==> src/rtl/hostreq_pkg.sv <==
package hostreq_pkg;
  localparam int CTL_W      = 8;
  localparam int B_EN_RX    = 0;
  localparam int B_EN_TX    = 1;
  localparam int B_EN_BOTH  = 2;
  localparam int B_DMA      = 3;
  localparam int B_DIR      = 4;
  localparam int B_INIT     = 6;
  localparam int B_STAT     = 7;

  typedef struct packed {
    logic dma_dir;
    logic dma_en;
    logic en_both;
    logic en_tx;
    logic en_rx;
  } ctl_t;

  typedef struct packed {
    logic tx_full;
    logic hrx_full;
    logic htx_full;
    logic rx_full;
  } flags_t;

  function automatic ctl_t ctl_from_bus(input logic [CTL_W-1:0] d);
    ctl_t c;
    c.en_rx   = d[B_EN_RX];
    c.en_tx   = d[B_EN_TX];
    c.en_both = d[B_EN_BOTH];
    c.dma_en  = d[B_DMA];
    c.dma_dir = d[B_DIR];
    return c;
  endfunction

  function automatic logic [CTL_W-1:0] ctl_to_bus(input ctl_t c, input logic busy,
                                                  input logic stat);
    logic [CTL_W-1:0] d;
    d            = '0;
    d[B_EN_RX]   = c.en_rx;
    d[B_EN_TX]   = c.en_tx;
    d[B_EN_BOTH] = c.en_both;
    d[B_DMA]     = c.dma_en;
    d[B_DIR]     = c.dma_dir;
    d[B_INIT]    = busy;
    d[B_STAT]    = stat;
    return d;
  endfunction

  // Request decision from control word and current buffer state.
  function automatic logic req_calc(input ctl_t c, input flags_t f);
    logic tx_mt;
    logic both_mt;
    logic r;
    tx_mt   = !f.tx_full;
    both_mt = tx_mt && !f.hrx_full;
    if (c.dma_en) begin
      r = c.dma_dir ? (c.en_rx && f.rx_full) : (c.en_tx && tx_mt);
    end else begin
      r = (c.en_rx && f.rx_full) || (c.en_tx && tx_mt) || (c.en_both && both_mt);
    end
    return r;
  endfunction
endpackage

==> src/rtl/hostreq_ctl_reg.sv <==
module hostreq_ctl_reg
  import hostreq_pkg::*;
#(
  parameter int INIT_CYC = 2
) (
  input  logic             clk,
  input  logic             rst_n,
  input  logic             sw_rst,
  input  logic             host_rst,
  input  logic             ctl_we,
  input  logic [CTL_W-1:0] ctl_wdata,
  output ctl_t             ctl,
  output logic             init_busy,
  output logic             init_apply
);
  localparam int CNT_W = (INIT_CYC > 1) ? $clog2(INIT_CYC) : 1;
  localparam logic [CNT_W-1:0] CNT_LOAD = CNT_W'(INIT_CYC - 1);

  logic [CNT_W-1:0] cnt_q;
  logic             start_req;
  logic             unused_bits;

  assign unused_bits = ^{ctl_wdata[5], ctl_wdata[B_STAT]};
  assign start_req   = ctl_we && ctl_wdata[B_INIT] && !init_busy && !host_rst;
  assign init_apply  = init_busy && (cnt_q == '0) && !host_rst && !sw_rst;

  always_ff @(posedge clk or negedge rst_n) begin
    if (!rst_n) begin
      ctl       <= '0;
      init_busy <= 1'b0;
      cnt_q     <= '0;
    end else if (sw_rst) begin
      ctl       <= '0;
      init_busy <= 1'b0;
      cnt_q     <= '0;
    end else begin
      if (ctl_we) ctl <= ctl_from_bus(ctl_wdata);
      if (host_rst) begin
        init_busy <= 1'b0;
        cnt_q     <= '0;
      end else if (init_busy) begin
        if (cnt_q == '0) init_busy <= 1'b0;
        else             cnt_q     <= cnt_q - 1'b1;
      end else if (start_req) begin
        init_busy <= 1'b1;
        cnt_q     <= CNT_LOAD;
      end
    end
  end
endmodule

==> src/rtl/hostreq_flags.sv <==
module hostreq_flags
  import hostreq_pkg::*;
(
  input  logic   clk,
  input  logic   rst_n,
  input  logic   sw_rst,
  input  logic   host_rst,
  input  logic   host_tx_wr,
  input  logic   host_rx_rd,
  input  logic   core_htx_wr,
  input  logic   core_hrx_rd,
  input  ctl_t   ctl,
  input  logic   init_apply,
  output flags_t flags,
  output logic   move_tx,
  output logic   move_rx
);
  flags_t nxt;

  assign move_tx = flags.tx_full && !flags.hrx_full;
  assign move_rx = flags.htx_full && !flags.rx_full;

  always_comb begin
    nxt.tx_full  = (flags.tx_full && !move_tx) || host_tx_wr;
    nxt.hrx_full = (flags.hrx_full && !core_hrx_rd) || move_tx;
    nxt.htx_full = (flags.htx_full && !move_rx) || core_htx_wr;
    nxt.rx_full  = (flags.rx_full && !host_rx_rd) || move_rx;
    if (init_apply && ctl.en_tx) nxt.tx_full = 1'b0;
    if (init_apply && ctl.en_rx) begin
      nxt.rx_full  = 1'b0;
      nxt.htx_full = 1'b0;
    end
  end

  always_ff @(posedge clk or negedge rst_n) begin
    if (!rst_n)                 flags <= '0;
    else if (sw_rst || host_rst) flags <= '0;
    else                         flags <= nxt;
  end
endmodule

==> src/rtl/hostreq_req_gen.sv <==
module hostreq_req_gen
  import hostreq_pkg::*;
(
  input  logic   clk,
  input  logic   rst_n,
  input  logic   sw_rst,
  input  logic   host_rst,
  input  ctl_t   ctl,
  input  flags_t flags,
  output logic   req_q
);
  always_ff @(posedge clk or negedge rst_n) begin
    if (!rst_n)        req_q <= 1'b0;
    else if (sw_rst)   req_q <= 1'b0;
    else if (host_rst) req_q <= ctl.en_tx || ctl.en_both;
    else               req_q <= req_calc(ctl, flags);
  end
endmodule

==> src/rtl/hostreq_ctrl.sv <==
module hostreq_ctrl
  import hostreq_pkg::*;
#(
  parameter int INIT_CYC = 2
) (
  input  logic       clk,
  input  logic       rst_n,
  input  logic       sw_rst,
  input  logic       host_rst,
  input  logic       ctl_we,
  input  logic [7:0] ctl_wdata,
  output logic [7:0] ctl_rdata,
  input  logic       host_tx_wr,
  input  logic       host_rx_rd,
  input  logic       core_htx_wr,
  input  logic       core_hrx_rd,
  output logic       hreq_n,
  output logic       tx_empty,
  output logic       rx_full,
  output logic       hrx_full,
  output logic       htx_full
);
  ctl_t   ctl;
  flags_t flags;
  logic   init_busy;
  logic   init_apply;
  logic   move_tx;
  logic   move_rx;
  logic   req_q;

  hostreq_ctl_reg #(.INIT_CYC(INIT_CYC)) u_ctl (
    .clk(clk), .rst_n(rst_n), .sw_rst(sw_rst), .host_rst(host_rst),
    .ctl_we(ctl_we), .ctl_wdata(ctl_wdata),
    .ctl(ctl), .init_busy(init_busy), .init_apply(init_apply)
  );

  hostreq_flags u_flags (
    .clk(clk), .rst_n(rst_n), .sw_rst(sw_rst), .host_rst(host_rst),
    .host_tx_wr(host_tx_wr), .host_rx_rd(host_rx_rd),
    .core_htx_wr(core_htx_wr), .core_hrx_rd(core_hrx_rd),
    .ctl(ctl), .init_apply(init_apply),
    .flags(flags), .move_tx(move_tx), .move_rx(move_rx)
  );

  hostreq_req_gen u_req (
    .clk(clk), .rst_n(rst_n), .sw_rst(sw_rst), .host_rst(host_rst),
    .ctl(ctl), .flags(flags), .req_q(req_q)
  );

  assign ctl_rdata = ctl_to_bus(ctl, init_busy, req_q);
  assign hreq_n    = !req_q;
  assign tx_empty  = !flags.tx_full;
  assign rx_full   = flags.rx_full;
  assign hrx_full  = flags.hrx_full;
  assign htx_full  = flags.htx_full;
endmodule

==> config.mk <==
export PLATFORM = sky130hd
export DESIGN_NAME = hostreq_ctrl
export DESIGN_NICKNAME = d
export VERILOG_FILES = /design/src/rtl/hostreq_pkg.sv /design/src/rtl/hostreq_ctl_reg.sv /design/src/rtl/hostreq_flags.sv /design/src/rtl/hostreq_req_gen.sv /design/src/rtl/hostreq_ctrl.sv
export SDC_FILE = /design/constraint.sdc
export NUM_CORES = 1
export LEC_CHECK = 0
export ABC_AREA = 1
export BUFFER_PORTS_ARGS = -buffer_cell sky130_fd_sc_hd__buf_2
export CAP_MARGIN = 40
export CORE_UTILIZATION = 39
export DETAILED_ROUTE_END_ITERATION = 10
export PLACE_DENSITY_LB_ADDON = 0.05
export SLEW_MARGIN = 20
export SYNTH_ARGS = -nofsm -noshare
export SYNTH_HDL_FRONTEND = slang
export SYNTH_SLANG_ARGS = --single-unit
==> constraint.sdc <==
create_clock -name clk -period 0.8 [get_ports clk]
set_input_delay 0.08 -clock clk [delete_from_list [all_inputs] [get_ports clk]]
set_output_delay 0.08 -clock clk [all_outputs]
set_load 0.01 [all_outputs]
## After elaboration in Yosys (flattened, before gate mapping)

Cells that the tools add are included.

- Register bits after elaboration: 12
- Bits of input ports: 17
- Logic and storage cells: 72

- $add $sub $neg: 1
- Reductions and logical operators: 39
- Bitwise logic cells: 1
- Mux-type cells: 19

Operator list:

| cell | number |
|---|---|
| $logic_and A1 B1 Y1 | 18 |
| $mux W1 | 15 |
| $logic_not A1 Y1 | 11 |
| $mux W5 | 2 |
| $logic_or A1 B1 Y1 | 8 |
| $mux W4 | 1 |
| $reduce_bool A4 Y1 | 1 |
| $mux W2 | 1 |
| $reduce_bool A2 Y1 | 1 |
| $not A1 Y1 | 1 |
| $sub A1 B1 Y1 const B | 1 |

## Longest topological paths before layout

- Word-level depth: 7
- Depth in mapped cells: 6
- Mapped depth without buffers: 6

## Hierarchy

From an unflattened synthesis, not the netlist that was laid out.

- Cells, all modules: 88
- Area, all modules: 658.1 um^2

By module, submodules not included:

| module | instances | area each (um^2) | cells each | sequential area each (um^2) |
|---|---|---|---|---|
| hostreq_ctl_reg | 1 | 349.1 | 41 | 175.2 |
| hostreq_flags | 1 | 182.7 | 24 | 100.1 |
| hostreq_req_gen | 1 | 92.6 | 17 | 25.0 |
| hostreq_ctrl | 1 | 33.8 | 6 | 0.0 |

## Worst setup path before layout

No wires, ideal clock.

- Kind: register to register
- Start point: reg, netlist name u_ctl.ctl[1]
- End point: reg u_req.req_q
- Setup slack: -0.108 ns
- Arrival: 0.792 ns
- Clock period less this slack: 0.908 ns
- Stages on the path, launching flop included: 5
- Path through: dfrtp_1 o21ai_0 nand3_1 nor2_1 nor2_1

- Cells in the longest elaborated chain, start to end: 6
- Elaborated cells on any way between the ends: 8

Ends and longest elaborated chain:

| item | line | RTL |
|---|---|---|
| $logic_and A1 B1 Y1 | hostreq_pkg.sv:58, hostreq_pkg.sv:60 |  |
| $logic_or A1 B1 Y1 (2 in a row) | hostreq_pkg.sv:60 | `r = (c.en_rx && f.rx_full) \|\| (c.en_tx && tx_mt) \|\| (c.en_both && both_mt);` |
| $mux W1 | hostreq_pkg.sv:57 | `if (c.dma_en) begin` |
| $mux W1 * | hostreq_req_gen.sv:15 | `else if (host_rst) req_q <= ctl.en_tx \|\| ctl.en_both;` |
| $mux W1 * | hostreq_req_gen.sv:14 | `else if (sw_rst) req_q <= 1'b0;` |
| end signal: assignment | hostreq_req_gen.sv:15 |  |
| end signal: assignment | hostreq_req_gen.sv:16 | `else req_q <= req_calc(ctl, flags);` |
| end: declaration | hostreq_req_gen.sv:10 | `output logic req_q` |

Every way passes the cells marked *; elsewhere a longest branch is shown, timed or not.
A chain may end at the register's enable or synchronous reset.

## Worst setup path in the final report

- Start point: reg, netlist name u_ctl.ctl[3]
- End point: out ctl_rdata[3]

RTL lines:

| item | line | RTL |
|---|---|---|
| end: declaration | hostreq_ctrl.sv:12 | `output logic [7:0] ctl_rdata,` |

No word-level cell between the ends.

==> results.py <==
metrics = {
    "floorplanning": {
        "num_rows": 13,
        "die_area_sq_mm": 0.00173,
        "dieWidth_microns": 41.7,
        "ios": 30,
        "die_y_microns": 41.7,
        "core_area_sq_mm": 0.00138,
        "initial_core_util_pct": 44.3,
    },
    "timing": {
        "grt_setup_unrepaired": "yes",
        "fin_crit_sh_pct": 126,
        "fin_crit_ns": 1.01,
        "finalMaxSlewViolations": 0,
        "setup_viol": 20,
        "skew_ns": 0.00622,
        "setup_tns_ns": -2.18,
        "timing_hold_violations_final": 0,
        "max_freq_mhz": 989,
        "setup_ws_ns": -0.211,
        "hold_ws_ns": 0.0348,
    },
    "worst_setup_path": {
        "crit_path_frequent_cell": "buf_6",
        "crit_type": "register to output pin",
        "arrival_ns": 0.93,
        "endpoint_kind": "output pin",
        "critPathRequiredTime_ns": 0.72,
        "crit_buf_inv": 2,
        "cp_cell_sequence": "buf_6, buf_6",
        "startpoint_type": "register",
        "max_stage_delay_ns": 0.42,
        "cp_slowest_cell": "dfrtp_1",
        "crit_family": "flip-flops",
        "r2r.worst_path.cells": 6,
        "path_depth": 2,
        "critPathMaxFanout": 2,
    },
    "logic_synthesis": {
        "synth_fa_ha_area_share_pct": 0,
        "synth_edf_count": 0,
        "synth_common_cells": "dfrtp_1 (12), inv_1 (12), nand3_1 (9)",
        "syn_nets": 86,
        "synthXorXnorAreaFrac_pct": 0,
        "synth_ff_type": "dfrtp_1",
        "yosys.area.top_type": "dfrtp_1",
        "yosysSeqAreaShare_pct": 49.0,
        "synth.distinct_cells": 18,
        "synth_top_family_by_area": "simple AND/OR/NAND/NOR gates",
        "synthMuxAreaShare_pct": 0,
        "synthCells": 69,
        "synthSimpleGateAreaFrac_pct": 19.0,
        "synth.top_cell.area_share_pct": 49.0,
        "synth_compound_gate_area_share_pct": 18.0,
        "synth.area.top_cells": "dfrtp_1 (49%), nand3_1 (7.3%), inv_1 (7.3%), o21ai_2 (7.1%), nor2_1 (4.3%)",
        "postSynthAreaPerCell_sq_um": 8.89,
        "synthesis.area_sq_um": 613,
        "ys.warnings.count": 0,
        "ys_async_sr_fraction_pct": 100,
        "ys_seq_elements": 12,
    },
    "clock_network": {
        "cts_sinks": 12,
        "clock_latency_ns": 0.27,
        "h-tree-depth": 1,
        "root_buffer": "clkbuf_4",
        "clk_pin_slew_ns": 0.08,
        "clk_path_buf_depth": 2,
        "cts_buffers": 3,
        "cts_tree": "yes",
    },
    "cells_and_area": {
        "area_growth_pct": 63.1,
        "nets": 130,
        "drive_above_1_share_pct": 60.7,
        "final_area_sq_um": 1000,
        "diodes": 0,
        "fin_cells": 127,
        "fill_cells": 107,
        "final_util_pct": 72.3,
    },
    "power_and_ir_drop": {
        "power.density_mw_per_mm2": 1450,
        "leakagePower_nw": 0.511,
        "peakVddDrop_mv": 1.05,
        "power.total_mw": 1.45,
    },
    "placement": {
        "hpwl_microns": 938,
        "placed_cell_area_sq_um": 795,
        "port_buffers": 26,
        "place.gp.congestion": 0.760,
        "dp_slack_ns": -0.101,
        "dp.cells": 114,
    },
    "global_routing": {
        "grt_max_degree": 13,
        "antenna_found_initial": 0,
        "grt_pass1_wl_microns": 2410,
        "grt_use_total_pct": 18.3,
        "grt_pass1_vias": 546,
        "overflow": 0,
    },
    "job": {
        "max_cap_viol_count": 0,
    },
    "routing": {
        "drt-initial-drc-count": 15,
        "wirelength_microns": 1380,
        "viasPerCell": 4.75,
        "drtAntennaViolNets": 0,
        "drtPass1Iterations": 4,
        "via_count": 603,
        "wl_per_cell_microns": 10.9,
        "drcViolationCount": 0,
    },
    "outcome": {
        "violations": "setup timing",
        "status": "finished with violations",
    },
    "worst_hold_path": {
        "hold-path-cell-count": 3,
        "hold_class": "input pin to register",
    },
}
metal layers:
layer  up-vias  wire, microns  track usage, %
met5         -              0               0
met2        17            636            26.6
met4         0             17            9.68
met3         2             53            3.04
li1        305              -               -
met1       279            670            26.1
kinds of logic (layout without fill, tap and decap cells):
family	count (synthesis)	in the layout
simple gates	24	24
other cells	1	1
flops	12	12
buf+inv	17	60
compound gates	15	15
flip-flops by register name (all words and copies together), names as in the netlist:
name and count:
u_ctl.cnt_q 1, u_ctl.ctl 5, u_ctl.init_busy 1, u_flags.flags 4
u_req.req_q 1
repair_timing:
action	4_1_cts	5_1_grt
endpoints found under the hold margin	13	0
pin swaps	3	4
hold buffers	2	0
buffers inserted	6	1
resized for setup	16	11
endpoints found under the setup margin	19	20
worst register-to-register path, cell delays in order (launching register included):
cell and delay [ns]:
dfrtp_1 0.42, buf_6 0.14, nor2_2 0.09, nand2_1 0.05, nand3_1 0.08, nor2_1 0.05, nor2_1 0.10
power by group:
group          switching, mW  internal, mW
combinational          0.145         0.159
clock                  0.212         0.276
sequential            0.0244         0.634
total                  0.382          1.07
final cells by class:
type	count	area, sq um	share of cell area [%]
inverters	13	48.8	4.88
well taps	15	18.8	1.88
multi-input cells	40	262	26.2
flip-flops and latches	12	302	30.2
repair buffers	43	333	33.3
clock buffers	4	36.3	3.63
worst paths after layout:
path	slack [ns]	start	endpoint
worst max-delay path	-0.21	u_ctl.ctl[3]	ctl_rdata[3]
worst min-delay path	0.03	core_htx_wr	u_flags.flags[1]
worst max register to register	-0.19	u_ctl.ctl[3]	u_req.req_q
worst min register to register	0.61	u_flags.flags[0]	u_flags.flags[1]
max in group asynchronous	0.34	rst_n	u_ctl.ctl[1]
min in group asynchronous	0.21	rst_n	u_ctl.init_busy
cells in the final DEF, fill, tap and decap left out:
| cell type | instances |
|---|---|
| buf_2 | 22 |
| nor2_4 | 3 |
| inv_2 | 6 |
| dlygate4sd3_1 | 2 |
| o21ai_2 | 8 |
| inv_1 | 7 |
| buf_4 | 3 |
| conb_1 | 1 |
| or2_4 | 1 |
| nor2_2 | 1 |
| buf_6 | 16 |
| o22ai_1 | 1 |
| a211oi_2 | 2 |
| clkbuf_8 | 1 |
| clkbuf_4 | 3 |
| a21oi_1 | 3 |
| o21ai_0 | 1 |
| nor2_1 | 4 |
| dfrtp_1 | 11 |
| nand3_1 | 9 |
| nand2_2 | 1 |
| dfrtp_2 | 1 |
| nand2_1 | 4 |
| nand4_1 | 1 |
(Power assumes the default switching activity.)
